File: src/rtl/pwm_pkg.sv
package pwm_pkg;
  localparam int DUTY_W   = 7;
  localparam int PCT_FULL = 100;
  localparam int PCT_HALF = 50;
  localparam int MIN_SET  = 2;

  typedef struct packed {
    logic              act_high;
    logic [DUTY_W-1:0] eff;
  } fold_t;

  // Fold a low duty into its complement with inverted polarity.
  function automatic fold_t fold_duty(input logic [DUTY_W-1:0] d);
    fold_t f;
    if (d >= DUTY_W'(PCT_HALF)) begin
      f.act_high = 1'b1;
      f.eff      = d;
    end else begin
      f.act_high = 1'b0;
      f.eff      = DUTY_W'(PCT_FULL) - d;
    end
    return f;
  endfunction
endpackage

File: src/rtl/pwm_timebase.sv
module pwm_timebase
  import pwm_pkg::*;
#(
  parameter int SET_W = 8,
  parameter int CNT_W = 15
) (
  input  logic             clk,
  input  logic             rst_n,
  input  logic             start_ok,
  input  logic [SET_W-1:0] period_set,
  output logic [CNT_W-1:0] cnt_o,
  output logic [CNT_W-1:0] per_len_o,
  output logic             run_o,
  output logic             boundary_o,
  output logic             irq_o
);
  localparam logic [CNT_W-1:0] HUNDRED = CNT_W'(PCT_FULL);

  logic [CNT_W-1:0] cnt_q, per_len_q;
  logic             run_q, irq_q;
  logic             period_hit;

  // Shared period compare: last cycle of the running period.
  assign period_hit = run_q && (cnt_q == per_len_q - CNT_W'(1));
  assign boundary_o = !run_q || period_hit;

  always_ff @(posedge clk or negedge rst_n) begin
    if (!rst_n) begin
      cnt_q     <= '0;
      per_len_q <= '0;
      run_q     <= 1'b0;
      irq_q     <= 1'b0;
    end else begin
      irq_q <= 1'b0;
      if (boundary_o) begin
        cnt_q <= '0;
        if (start_ok) begin
          run_q     <= 1'b1;
          per_len_q <= CNT_W'(period_set) * HUNDRED;
          irq_q     <= 1'b1;
        end else begin
          run_q <= 1'b0;
        end
      end else begin
        cnt_q <= cnt_q + CNT_W'(1);
      end
    end
  end

  assign cnt_o     = cnt_q;
  assign per_len_o = per_len_q;
  assign run_o     = run_q;
  assign irq_o     = irq_q;

  assert_irq_at_start_R7: assert property (@(posedge clk) disable iff (!rst_n)
    irq_q |-> (run_q && cnt_q == '0));
  assert_irq_single_R7: assert property (@(posedge clk) disable iff (!rst_n)
    irq_q |=> !irq_q);
  assert_cnt_in_period_R2: assert property (@(posedge clk) disable iff (!rst_n)
    run_q |-> (cnt_q < per_len_q));
  assert_min_period_R3: assert property (@(posedge clk) disable iff (!rst_n)
    run_q |-> (per_len_q >= CNT_W'(MIN_SET * PCT_FULL)));
endmodule

File: src/rtl/pwm_edge_chan.sv
module pwm_edge_chan
  import pwm_pkg::*;
#(
  parameter int SET_W = 8,
  parameter int CNT_W = 15
) (
  input  logic              clk,
  input  logic              rst_n,
  input  logic              boundary_i,
  input  logic              start_ok,
  input  logic              run_i,
  input  logic [CNT_W-1:0]  cnt_i,
  input  logic [CNT_W-1:0]  per_len_i,
  input  logic [SET_W-1:0]  period_set,
  input  logic [DUTY_W-1:0] duty_i,
  output logic              pin_o
);
  fold_t            fd;
  logic [CNT_W-1:0] on_q;
  logic             pol_q, pin_q, trail_hit;

  assign fd = fold_duty(duty_i);
  // Per-pin trailing compare; the period compare takes priority below.
  assign trail_hit = run_i && (cnt_i == on_q - CNT_W'(1));

  always_ff @(posedge clk or negedge rst_n) begin
    if (!rst_n) begin
      on_q  <= '0;
      pol_q <= 1'b1;
      pin_q <= 1'b0;
    end else if (boundary_i) begin
      if (start_ok) begin
        on_q  <= CNT_W'(fd.eff) * CNT_W'(period_set);
        pol_q <= fd.act_high;
        pin_q <= fd.act_high;
      end else begin
        pin_q <= 1'b0;
      end
    end else if (trail_hit) begin
      pin_q <= ~pol_q;
    end
  end

  assign pin_o = pin_q;

  assert_edge_source_R6: assert property (@(posedge clk) disable iff (!rst_n)
    !$stable(pin_q) |-> $past(boundary_i || trail_hit));
  assert_start_active_R4: assert property (@(posedge clk) disable iff (!rst_n)
    (run_i && cnt_i == '0) |-> (pin_q == pol_q));
  assert_full_duty_flat_R6: assert property (@(posedge clk) disable iff (!rst_n)
    (run_i && on_q == per_len_i) |-> (pin_q == pol_q));
endmodule

File: src/rtl/pwm_dual_compare.sv
module pwm_dual_compare
  import pwm_pkg::*;
#(
  parameter int SET_W = 8,
  parameter int CH    = 2
) (
  input  logic                clk,
  input  logic                rst_n,
  input  logic                enable,
  input  logic [SET_W-1:0]    period_set,
  input  logic [CH*DUTY_W-1:0] duty_pct,
  output logic [CH-1:0]       pwm_out,
  output logic                period_irq,
  output logic                cfg_invalid
);
  localparam int MAX_LEN = ((1 << SET_W) - 1) * PCT_FULL;
  localparam int CNT_W   = $clog2(MAX_LEN + 1);

  logic [CNT_W-1:0] cnt, per_len;
  logic             run, boundary, start_ok, bad_cfg, invalid_q;
  logic [CH-1:0]    duty_bad;

  for (genvar i = 0; i < CH; i++) begin : g_chk
    assign duty_bad[i] = duty_pct[i*DUTY_W +: DUTY_W] > DUTY_W'(PCT_FULL);
  end

  assign bad_cfg  = (period_set < SET_W'(MIN_SET)) || (|duty_bad);
  assign start_ok = enable && !bad_cfg;

  always_ff @(posedge clk or negedge rst_n) begin
    if (!rst_n) invalid_q <= 1'b0;
    else        invalid_q <= enable && bad_cfg;
  end
  assign cfg_invalid = invalid_q;

  pwm_timebase #(.SET_W(SET_W), .CNT_W(CNT_W)) u_tb (
    .clk(clk), .rst_n(rst_n), .start_ok(start_ok), .period_set(period_set),
    .cnt_o(cnt), .per_len_o(per_len), .run_o(run), .boundary_o(boundary),
    .irq_o(period_irq)
  );

  for (genvar i = 0; i < CH; i++) begin : g_ch
    pwm_edge_chan #(.SET_W(SET_W), .CNT_W(CNT_W)) u_ch (
      .clk(clk), .rst_n(rst_n), .boundary_i(boundary), .start_ok(start_ok),
      .run_i(run), .cnt_i(cnt), .per_len_i(per_len), .period_set(period_set),
      .duty_i(duty_pct[i*DUTY_W +: DUTY_W]), .pin_o(pwm_out[i])
    );
  end

  assert_halt_low_R10: assert property (@(posedge clk) disable iff (!rst_n)
    !run |-> (pwm_out == '0 && !period_irq));
  assert_invalid_blocks_R3: assert property (@(posedge clk) disable iff (!rst_n)
    (boundary && bad_cfg) |=> !period_irq);
endmodule

File: config.mk
export PLATFORM = sky130hd
export DESIGN_NAME = pwm_dual_compare
export DESIGN_NICKNAME = d
export VERILOG_FILES = /design/src/rtl/pwm_pkg.sv /design/src/rtl/pwm_timebase.sv /design/src/rtl/pwm_edge_chan.sv /design/src/rtl/pwm_dual_compare.sv
export SDC_FILE = /design/constraint.sdc
export NUM_CORES = 1
export LEC_CHECK = 0
export BUFFER_PORTS_ARGS = -buffer_cell sky130_fd_sc_hd__clkbuf_2
export CAP_MARGIN = 20
export CORE_MARGIN = 2
export CORE_UTILIZATION = 30
export DETAILED_ROUTE_END_ITERATION = 7
export SETUP_SLACK_MARGIN = 0.5
export SLEW_MARGIN = 15
export SYNTH_ARGS = -nofsm -noshare
export SYNTH_HDL_FRONTEND = slang
export SYNTH_SLANG_ARGS = --single-unit
File: constraint.sdc
create_clock -name clk -period 7.25 [get_ports clk]
set_input_delay 0.725 -clock clk [delete_from_list [all_inputs] [get_ports clk]]
set_output_delay 0.725 -clock clk [all_outputs]
set_load 0.02 [all_outputs]
==> metrics.txt, run 1 <==
run status finished, final reports clean; post-synthesis cell area 8640 sq um; chip width 174 um; setup bufs post-CTS 0; Psw 1.26 mW; FP Rows 62; Syn Nets 1128; cell family with most CP delay adder cells; port bufs 28; drt first pass iters 6; crit path max-delay cell type fa_1; pre-CTS WS 0.437 ns; routed wire length 19600 um; Fillers 3029; I/O pin count 29; worst r2r src u_tb.per_len_o[5]; CTS max path bufs 2; clock sinks 65; Tcrit/Tclk final 0.883; vias per inst 4.80; Internal Power 1.57 mW; fmax 156 MHz; Synth Register Bits 65; crit path kind in -> reg; Area Growth Syn to Fin 10.2%; sequential fraction of the synthesis area 0.189; crit path launch type input pin; layout cells sized above 1 0.124; most common cell after layout, fill and taps aside nor2_1; Worst Hold Depth 2; vias in the first global route 6511; CP Capture Type flop; Detail Placement HPWL 15700 um; Overflow after GRT 0; WP buf/inv 6; critical-path cell list clkbuf_2 > inv_1 > ha_1 > or4_1 > a31oi_1 > buf_4 > inv_1 > nor2_1 > xnor2_1 > nor2_1 > fa_1 > inv_1 > fa_1 > inv_1 > fa_1 > fa_1 > ha_1 > nand2_1 > o21ai_0 > o41ai_2 > o21ai_0 > o41ai_1 > xnor2_1 > mux2_4; Net Sw Frac 0.446; CTS Hold Buffers Added 0; PnR worst setup slack 0.847 ns; max_cap viols 0; R2R Setup Slk 3.63 ns; Netlist cell types 72; RR Endpoint u_tb.per_len_o[8]; Tot GR Track Use 0.137; core area 28500 sq um; WP data required 7.47 ns; first-pass GRT wire length 33600 um; Clock Latency Late Sink 0.34 ns; hold path startpoint g_ch[1].u_ch.pol_q; Reg clk slew, reported paths 0.05 ns; Layout Nets 1151; drt wl/cell 14.5 um; Die ar. 30200 sq um; DRT antenna net count 0; leakage 4.52 nW; largest net degree at the start of global routing 66; cell area after layout 9510 sq um; Pins Over Slew Limit 0; setup violators final 0; Max IR drop VDD 127 uV; power share of the clock group 0.154; Die Ht 174 um; drc violations 0; Seq pwr share 0.220; RSZ-0062 raised after global routing yes; area post-placement 9180 sq um; post-CTS resize count 0; Ys Warns 0; H-tree levels 3; sequential cell area 1630 sq um; Initial Util 0.303; Power Density 297 nW/um^2; end of the worst hold path g_ch[1].u_ch.pol_q; Post-Syn Instances 935; Setup TNS Final 0 ns; Combinational Power Share 0.625; Worst Tran Pin Value 1.02 ns; CTS buffer count 9; Hold Path Class reg -> reg; maximum fanout along the worst path 8; most common flop cell mapped by yosys dfrtp_1; CP max stage delay 0.57 ns; Final Core Density 0.333; via count 6465; commonest non-fill, non-tap cells in the layout nor2_1 (118), ha_1 (107), inv_1 (91); initial antenna violation count 0; CTS root buffer clkbuf_16; Critical Path AT 6.62 ns; drt initial violations 337; min cycle time layout 6.40 ns; cells on worst reg2reg path 8; Final Hold Viols 0; Post-synth EDFFs 0; n_diodes 0; Mapped Avg Cell Area 9.24 sq um; CTS tree built; Synth async-reset ratio 1.00; Clock Skews 0.00535 ns; Slew headroom 0.299; footprint of the multi-input gates 6510 sq um; RePlAce Congestion 0.838
[worst register-to-register path: cells and delay by family (launching register included)]
kind                   cells  cell delay (ns)
DFF                        1             0.45
AOI/OAI and AO/OA          2             0.70
buffers and inverters      1             0.41
muxes                      3             0.68
and+or+nand+nor            2             1.26
[logic make-up after synthesis]
kind of cell               after synthesis  synth area share
and+or+nand+nor                        309             0.175
adders and majority gates              168             0.296
buffers and inverters                  124            0.0604
AOI/OAI and AO/OA                      113            0.0927
xor gates and xnor gates               105             0.106
DFF                                     65             0.189
muxes                                   51            0.0803
[synth_stat cells (22+ instances only)]
cell type	n	area, sq um
nor3_1	22	110
xnor2_1	57	499
dfrtp_1	63	1580
nor2b_1	23	144
nand2_1	53	199
o21ai_0	25	125
ha_1	107	1340
fa_1	61	1220
mux2_4	35	526
inv_1	91	342
nor2_1	118	443
xor2_1	48	420
[power by group through the flow]
| stage | Combinational (mW) | Sequential [mW] | Clock [mW] |
|---|---|---|---|
| after detailed placement | 1.74 | 0.631 | 0 |
| after global routing | 2.04 | 0.644 | 0.461 |
| after CTS | 1.76 | 0.625 | 0.449 |
| after global placement | 1.72 | 0.630 | 0 |
| after floorplan | 1.47 | 0.531 | 0 |
| final | 1.77 | 0.623 | 0.436 |
[cell type report]
cell class,instances,area share
clock inverters,6,0.00723
repair buffers,42,0.0252
multi-input cells,746,0.684
flip-flops and latches,65,0.171
well taps,384,0.0505
inverters,94,0.0376
clock buffers,10,0.0241
[metal layers]
| metal | global-route usage | wire length (um) |
|---|---|---|
| met2 | 0.220 | 8810 |
| met5 | 0 | 0 |
| met3 | 0.0178 | 543 |
| met1 | 0.194 | 9940 |
| met4 | 0.0343 | 281 |
[registers in the layout (all words and copies together) (netlist names)]
register and cells:
cfg_invalid 1, u_tb.cnt_o 15, u_tb.per_len_o 13, g_ch.u_ch.pin_o 2, g_ch.u_ch.on_q 30, u_tb.irq_o 1
g_ch.u_ch.pol_q 2, u_tb.run_o 1
[how the worst max path moves through the flow]
stage | from | to | slack, ns | depth (start not counted)
2_1_floorplan | duty_pct[0] | g_ch[0].u_ch.on_q[14] | 0.80 | 23
3_3_place_gp | duty_pct[0] | g_ch[0].u_ch.on_q[14] | 0.66 | 25
3_5_place_dp | duty_pct[7] | g_ch[1].u_ch.on_q[14] | 0.44 | 24
4_1_cts | duty_pct[7] | g_ch[1].u_ch.on_q[14] | 0.78 | 24
5_1_grt | duty_pct[0] | g_ch[0].u_ch.on_q[14] | 0.45 | 25
6_report | duty_pct[7] | g_ch[1].u_ch.on_q[14] | 0.85 | 24
[per-stage QoR]
step	cells	power (mW)	hold slack [ns]
floorplan	935	2.00	0.429
global placement	1329	2.35	0.482
detailed placement	1329	2.37	0.473
CTS	1345	2.83	0.487
global route	1347	3.15	0.526
finish	1347	2.83	0.488
Power figures use the tool's default switching activity.
==> run 2, diff against run 1 <==
- CELL_PAD_IN_SITES_DETAIL_PLACEMENT: unset -> 1
- CELL_PAD_IN_SITES_GLOBAL_PLACEMENT: unset -> 1
- PLACE_DENSITY_LB_ADDON: unset -> 0.1
==> run 2 against run 1 <==
Against the previous run:
- first-iteration DRC count is 19% lower
- critical endpoint is now g_ch[0].u_ch.on_q[14]
- power is 2.2% higher
- clock-buffer cell count is 1 higher
- flip-flop and latch count stayed put
- sequential share of layout area hardly changed
- highest routed layer unchanged
- largest power group unchanged
==> metrics.txt, run 2 (synthesis results as in run 1) <==
Combinational Power Share 0.632 (was 0.625); Die ar. 30200 sq um (unchanged); Tcrit/Tclk final 0.873 (was 0.883); drc violations 0 (unchanged); setup violators final 0 (unchanged); Psw 1.33 mW (was 1.26 mW); Detail Placement HPWL 19100 um (was 15700 um); H-tree levels 3 (unchanged); Critical Path AT 6.56 ns (was 6.62 ns); drt initial violations 273 (was 337); cells on worst reg2reg path 8 (unchanged); largest net degree at the start of global routing 66 (unchanged); RePlAce Congestion 0.753 (was 0.838); Final Core Density 0.333 (about the same); I/O pin count 29 (unchanged); routed wire length 24100 um (was 19600 um); Pins Over Slew Limit 0 (unchanged); clock sinks 65 (unchanged); Clock Latency Late Sink 0.35 ns (was 0.34 ns); number of flip-flops under the largest register name 30 (unchanged); layout cells sized above 1 0.122 (was 0.124); PnR worst setup slack 0.923 ns (was 0.847 ns); setup bufs post-CTS 0 (unchanged); Hold Worst Slack 0.491 ns (was 0.488 ns); Crit. Startpoint duty_pct[0] (was duty_pct[7]); RSZ-0062 raised after global routing yes (unchanged); maximum fanout along the worst path 8 (unchanged); CP Capture Type flop (unchanged); vias in the first global route 6910 (was 6511); crit path kind in -> reg (unchanged); Inst Count DP 1333 (was 1329); DRT antenna net count 0 (unchanged); Power Density 304 nW/um^2 (was 297 nW/um^2); RR Endpoint u_tb.per_len_o[9] (was u_tb.per_len_o[8]); metal2 WL 10300 um (was 8810 um); worst r2r src u_tb.per_len_o[5] (unchanged); Final Hold Viols 0 (unchanged); Worst Tran Pin Value 1.14 ns (was 1.02 ns); core area 28500 sq um (unchanged); Initial Util 0.303 (unchanged); vias per inst 4.79 (was 4.80); hold path startpoint g_ch[1].u_ch.pol_q (unchanged); metal3 WL 493 um (was 543 um); Net Sw Frac 0.460 (was 0.446); Internal Power 1.56 mW (was 1.57 mW); Reg clk slew, reported paths 0.06 ns (was 0.05 ns); Tot GR Track Use 0.169 (was 0.137); min cycle time layout 6.33 ns (was 6.40 ns); Seq pwr share 0.219 (was 0.220); chip width 174 um (unchanged); power share of the clock group 0.149 (was 0.154); R2R Setup Slk 3.54 ns (was 3.63 ns); drt wl/cell 17.9 um (was 14.5 um); Reg with most FFs g_ch.u_ch.on_q (unchanged); area post-placement 9210 sq um (was 9180 sq um); Area Growth Syn to Fin 10.1% (was 10.2%); Max IR drop VDD 92.0 uV (was 127 uV); Worst Hold Depth 2 (unchanged); via count 6458 (was 6465); fmax 158 MHz (was 156 MHz); Slew headroom 0.238 (was 0.299); most common cell after layout, fill and taps aside nor2_1 (unchanged); max_cap viols 0 (unchanged); drt first pass iters 4 (was 6); n_diodes 0 (unchanged); Clock Skews 0.0119 ns (was 0.00535 ns); Top Metal Used met4 (unchanged); Overflow after GRT 0 (unchanged); Final Power 2.89 mW (was 2.83 mW); initial antenna violation count 1 (was 0); CTS root buffer clkbuf_16 (unchanged); Setup TNS Final 0 ns (unchanged); FP Rows 62 (unchanged); run status finished, final reports clean (unchanged); met1 WL 13100 um (was 9940 um); WP data required 7.48 ns (was 7.47 ns); CTS max path bufs 2 (unchanged); port bufs 28 (unchanged); Hold Path Class reg -> reg (unchanged); cell area after layout 9510 sq um (about the same); Die Ht 174 um (unchanged); pre-CTS WS 0.411 ns (was 0.437 ns); CTS buffer count 9 (unchanged); CTS tree built (unchanged); commonest non-fill, non-tap cells in the layout nor2_1 (118), ha_1 (107), inv_1 (91) (unchanged); post-route insts no fill 1348 (was 1347); first-pass GRT wire length 39900 um (was 33600 um); end of the worst hold path g_ch[1].u_ch.pol_q (unchanged); crit path launch type input pin (unchanged); Layout Nets 1153 (was 1151); leakage 4.52 nW (about the same)
## run 2: cell types whose count changed in the layout (fill, tap and decap cells not counted)
cell,previous run,this run
o41ai_2,3,2
buf_1,0,1
clkinv_2,1,2
buf_4,12,15
clkbuf_1,1,2
inv_6,2,1
clkbuf_2,29,27
nor4_2,0,1
clkinv_4,2,0
nor4_1,12,11
o41ai_1,3,4
## run 2: critical path, cell delays in order
cell	delay [ns]
clkbuf_2	0.19
inv_1	0.13
ha_1	0.21
or4_1	0.46
a31oi_1	0.17
buf_4	0.17
o21ai_0	0.15
xnor2_1	0.23
nand2_1	0.10
fa_1	0.48
fa_1	0.54
inv_1	0.05
fa_1	0.53
inv_1	0.05
fa_1	0.52
inv_1	0.04
ha_1	0.34
nand2_1	0.07
o21ai_0	0.16
o41ai_2	0.28
o21ai_0	0.18
o41a_1	0.34
xnor2_1	0.14
mux2_4	0.26
## run 2: power by group through the flow
stage                     clock network (mW)  logic, mW  registers [mW]
after floorplan                            0       1.47           0.531
after global placement                     0       1.82           0.643
after detailed placement                   0       1.82           0.643
after CTS                              0.445       1.85           0.637
after global routing                   0.462       2.12           0.657
final                                  0.431       1.83           0.632
## run 2: what timing repair did
action,CTS,global route
hold buffers,0,0
endpoints found under the setup margin,0,2
gates resized for setup,0,2
## run 2: routing by layer
layer / vias up / track usage
met5: - / 0
met1: 3164 / 0.257
li1: 3218 / -
met2: 63 / 0.259
met3: 13 / 0.0154
met4: 0 / 0.0333
## run 2: layout make-up
type	count	area, sq um
clock inverters	4	47.5
multi-input cells	746	6510
inverters	94	358
fillers	3424	19000
clock buffers	11	233
well taps	384	480
flip-flops and latches	65	1630
repair buffers	44	256
## run 2: worst max-delay path by stage
stage	to	slack, ns	cells past startpoint
detailed placement	g_ch[0].u_ch.on_q[14]	0.41	24
global route	g_ch[0].u_ch.on_q[14]	0.44	24
finish	g_ch[0].u_ch.on_q[14]	0.92	24
floorplan	g_ch[0].u_ch.on_q[14]	0.80	23
CTS	g_ch[0].u_ch.on_q[14]	0.78	24
global placement	g_ch[0].u_ch.on_q[14]	0.59	24
==> run 3, diff against run 2 <==
- BUFFER_PORTS_ARGS: -buffer_cell sky130_fd_sc_hd__clkbuf_2 -> unset
- DONT_BUFFER_PORTS: unset -> 1
==> run 3 against run 2 <==
Against the previous run:
- sequential share of layout area grew 0.29 points
- wire length shrank 0.79%
- power shrank 1.7%
- global-route usage shrank 0.42 points
- register-to-register slack gained 0.05 ns
- setup slack gained 0.014 ns
- clock skew shrank 0.0018 ns
- largest power group unchanged
==> metrics.txt, run 3 (synthesis results as in run 1) <==
critical-path cell list inv_1 > ha_1 > or4_1 > a31oi_1 > buf_4 > inv_1 > nor2_1 > xnor2_1 > nor2_1 > fa_1 > inv_1 > fa_1 > inv_1 > fa_1 > fa_1 > ha_1 > nand2_1 > o21ai_0 > o41ai_1 > o21ai_0 > o41ai_1 > xnor2_1 > mux2_4 (was clkbuf_2 > inv_1 > ha_1 > or4_1 > a31oi_1 > buf_4 > o21ai_0 > xnor2_1 > nand2_1 > fa_1 > fa_1 > inv_1 > fa_1 > inv_1 > fa_1 > inv_1 > ha_1 > nand2_1 > o21ai_0 > o41ai_2 > o21ai_0 > o41a_1 > xnor2_1 > mux2_4); post-route insts no fill 1318 (was 1348); Inst Count DP 1302 (was 1333); Power Density 304 nW/um^2 (about the same); vias per inst 4.83 (was 4.79); drt wl/cell 18.1 um (was 17.9 um); crit path launch type input pin (unchanged); vias in the first global route 6848 (was 6910); Tcrit/Tclk final 0.871 (was 0.873); Clock Skews 0.0101 ns (was 0.0119 ns); via count 6361 (was 6458); CTS tree built (unchanged); Overflow after GRT 0 (unchanged); DRT antenna net count 0 (unchanged); first-pass GRT wire length 39200 um (was 39900 um); setup violators final 0 (unchanged); largest net degree at the start of global routing 66 (unchanged); CP Capture Type flop (unchanged); Clock Latency Late Sink 0.34 ns (was 0.35 ns); max_cap viols 0 (unchanged); setup bufs post-CTS 0 (unchanged); run status finished, final reports clean (unchanged); Area Growth Syn to Fin 8.32% (was 10.1%); drt initial violations 168 (was 273); n_diodes 0 (unchanged); Final Hold Viols 0 (unchanged); Setup TNS Final 0 ns (unchanged); Layout Nets 1122 (was 1153); CTS Hold Buffers Added 0 (unchanged); drc violations 0 (unchanged); number of flip-flops under the largest register name 30 (unchanged); Slew headroom 0.208 (was 0.238); area post-placement 9050 sq um (was 9210 sq um); post-CTS resize count 0 (unchanged); drt first pass iters 4 (unchanged); routed wire length 23900 um (was 24100 um); WP data required 7.48 ns (about the same); Pins Over Slew Limit 0 (unchanged); Final Power 2.84 mW (was 2.89 mW); commonest non-fill, non-tap cells in the layout nor2_1 (118), ha_1 (107), inv_1 (91) (unchanged); Crit. Startpoint duty_pct[7] (was duty_pct[0]); crit path kind in -> reg (unchanged); worst r2r src u_tb.per_len_o[5] (unchanged); leakage 4.38 nW (was 4.52 nW); most common cell after layout, fill and taps aside nor2_1 (unchanged); chip width 174 um (unchanged); core area 28500 sq um (unchanged); clock sinks 65 (unchanged); Hold Path Class in -> async (was reg -> reg); CTS max path bufs 2 (unchanged); Die ar. 30200 sq um (unchanged); Reg with most FFs g_ch.u_ch.on_q (unchanged); Critical Path AT 6.54 ns (was 6.56 ns); fmax 158 MHz (about the same); Hold Worst Slack 0.0813 ns (was 0.491 ns); FP Rows 62 (unchanged); Tot GR Track Use 0.164 (was 0.169); RePlAce Congestion 0.780 (was 0.753); PnR worst setup slack 0.937 ns (was 0.923 ns); Die Ht 174 um (unchanged); Detail Placement HPWL 19400 um (was 19100 um); min cycle time layout 6.31 ns (was 6.33 ns); cell area after layout 9360 sq um (was 9510 sq um); CTS root buffer clkbuf_16 (unchanged); RSZ-0062 raised after global routing no (was yes); CP max stage delay 0.56 ns (was 0.54 ns); Reg clk slew, reported paths 0.06 ns (about the same); initial antenna violation count 0 (was 1); port bufs 0 (was 28); pre-CTS WS 0.515 ns (was 0.411 ns); layout cells sized above 1 0.0931 (was 0.122); I/O pin count 29 (unchanged); Initial Util 0.303 (unchanged); CTS buffer count 9 (unchanged); WP buf/inv 5 (was 6); Max IR drop VDD 127 uV (was 92.0 uV); Final Core Density 0.328 (was 0.333); cell family with most CP delay adder cells (unchanged); Worst Tran Pin Value 1.18 ns (was 1.14 ns); maximum fanout along the worst path 8 (unchanged); crit path max-delay cell type fa_1 (unchanged); H-tree levels 3 (unchanged)
==> run 3: area by class of cell <==
| class | instances | area [sq um] |
|---|---|---|
| clock buffer | 12 | 246 |
| clock inverter | 4 | 51.3 |
| fill | 3385 | 19200 |
| inverter | 94 | 358 |
| multi-input combinational | 746 | 6490 |
| sequential | 65 | 1630 |
| tap | 384 | 480 |
| timing repair buffer | 13 | 97.6 |
==> run 3: power by group <==
part / total, mW / internal, mW / switching (mW)
Clock: 0.444 / 0.276 / 0.168
Sequential: 0.642 / 0.450 / 0.191
Combinational: 1.75 / 0.837 / 0.918
Total: 2.84 / 1.56 / 1.28
==> run 3: layer usage <==
metal | vias to the layer above | share of wire | GRT usage
met5 | - | 0 | 0
met4 | 0 | 0.0081 | 0.0287
met3 | 11 | 0.026 | 0.0226
met2 | 50 | 0.43 | 0.256
met1 | 3148 | 0.53 | 0.245
li1 | 3152 | - | -
==> run 3: worst paths after layout <==
kind	depth (start not counted)	end	slack, ns
max in group asynchronous	0	g_ch[0].u_ch.pol_q	6.95
max reg2reg	8	u_tb.per_len_o[8]	3.59
min reg2reg	2	g_ch[1].u_ch.pol_q	0.49
min in group clk	2	g_ch[1].u_ch.pol_q	0.49
min	0	u_tb.cnt_o[12]	0.08
max	23	g_ch[1].u_ch.on_q[14]	0.94
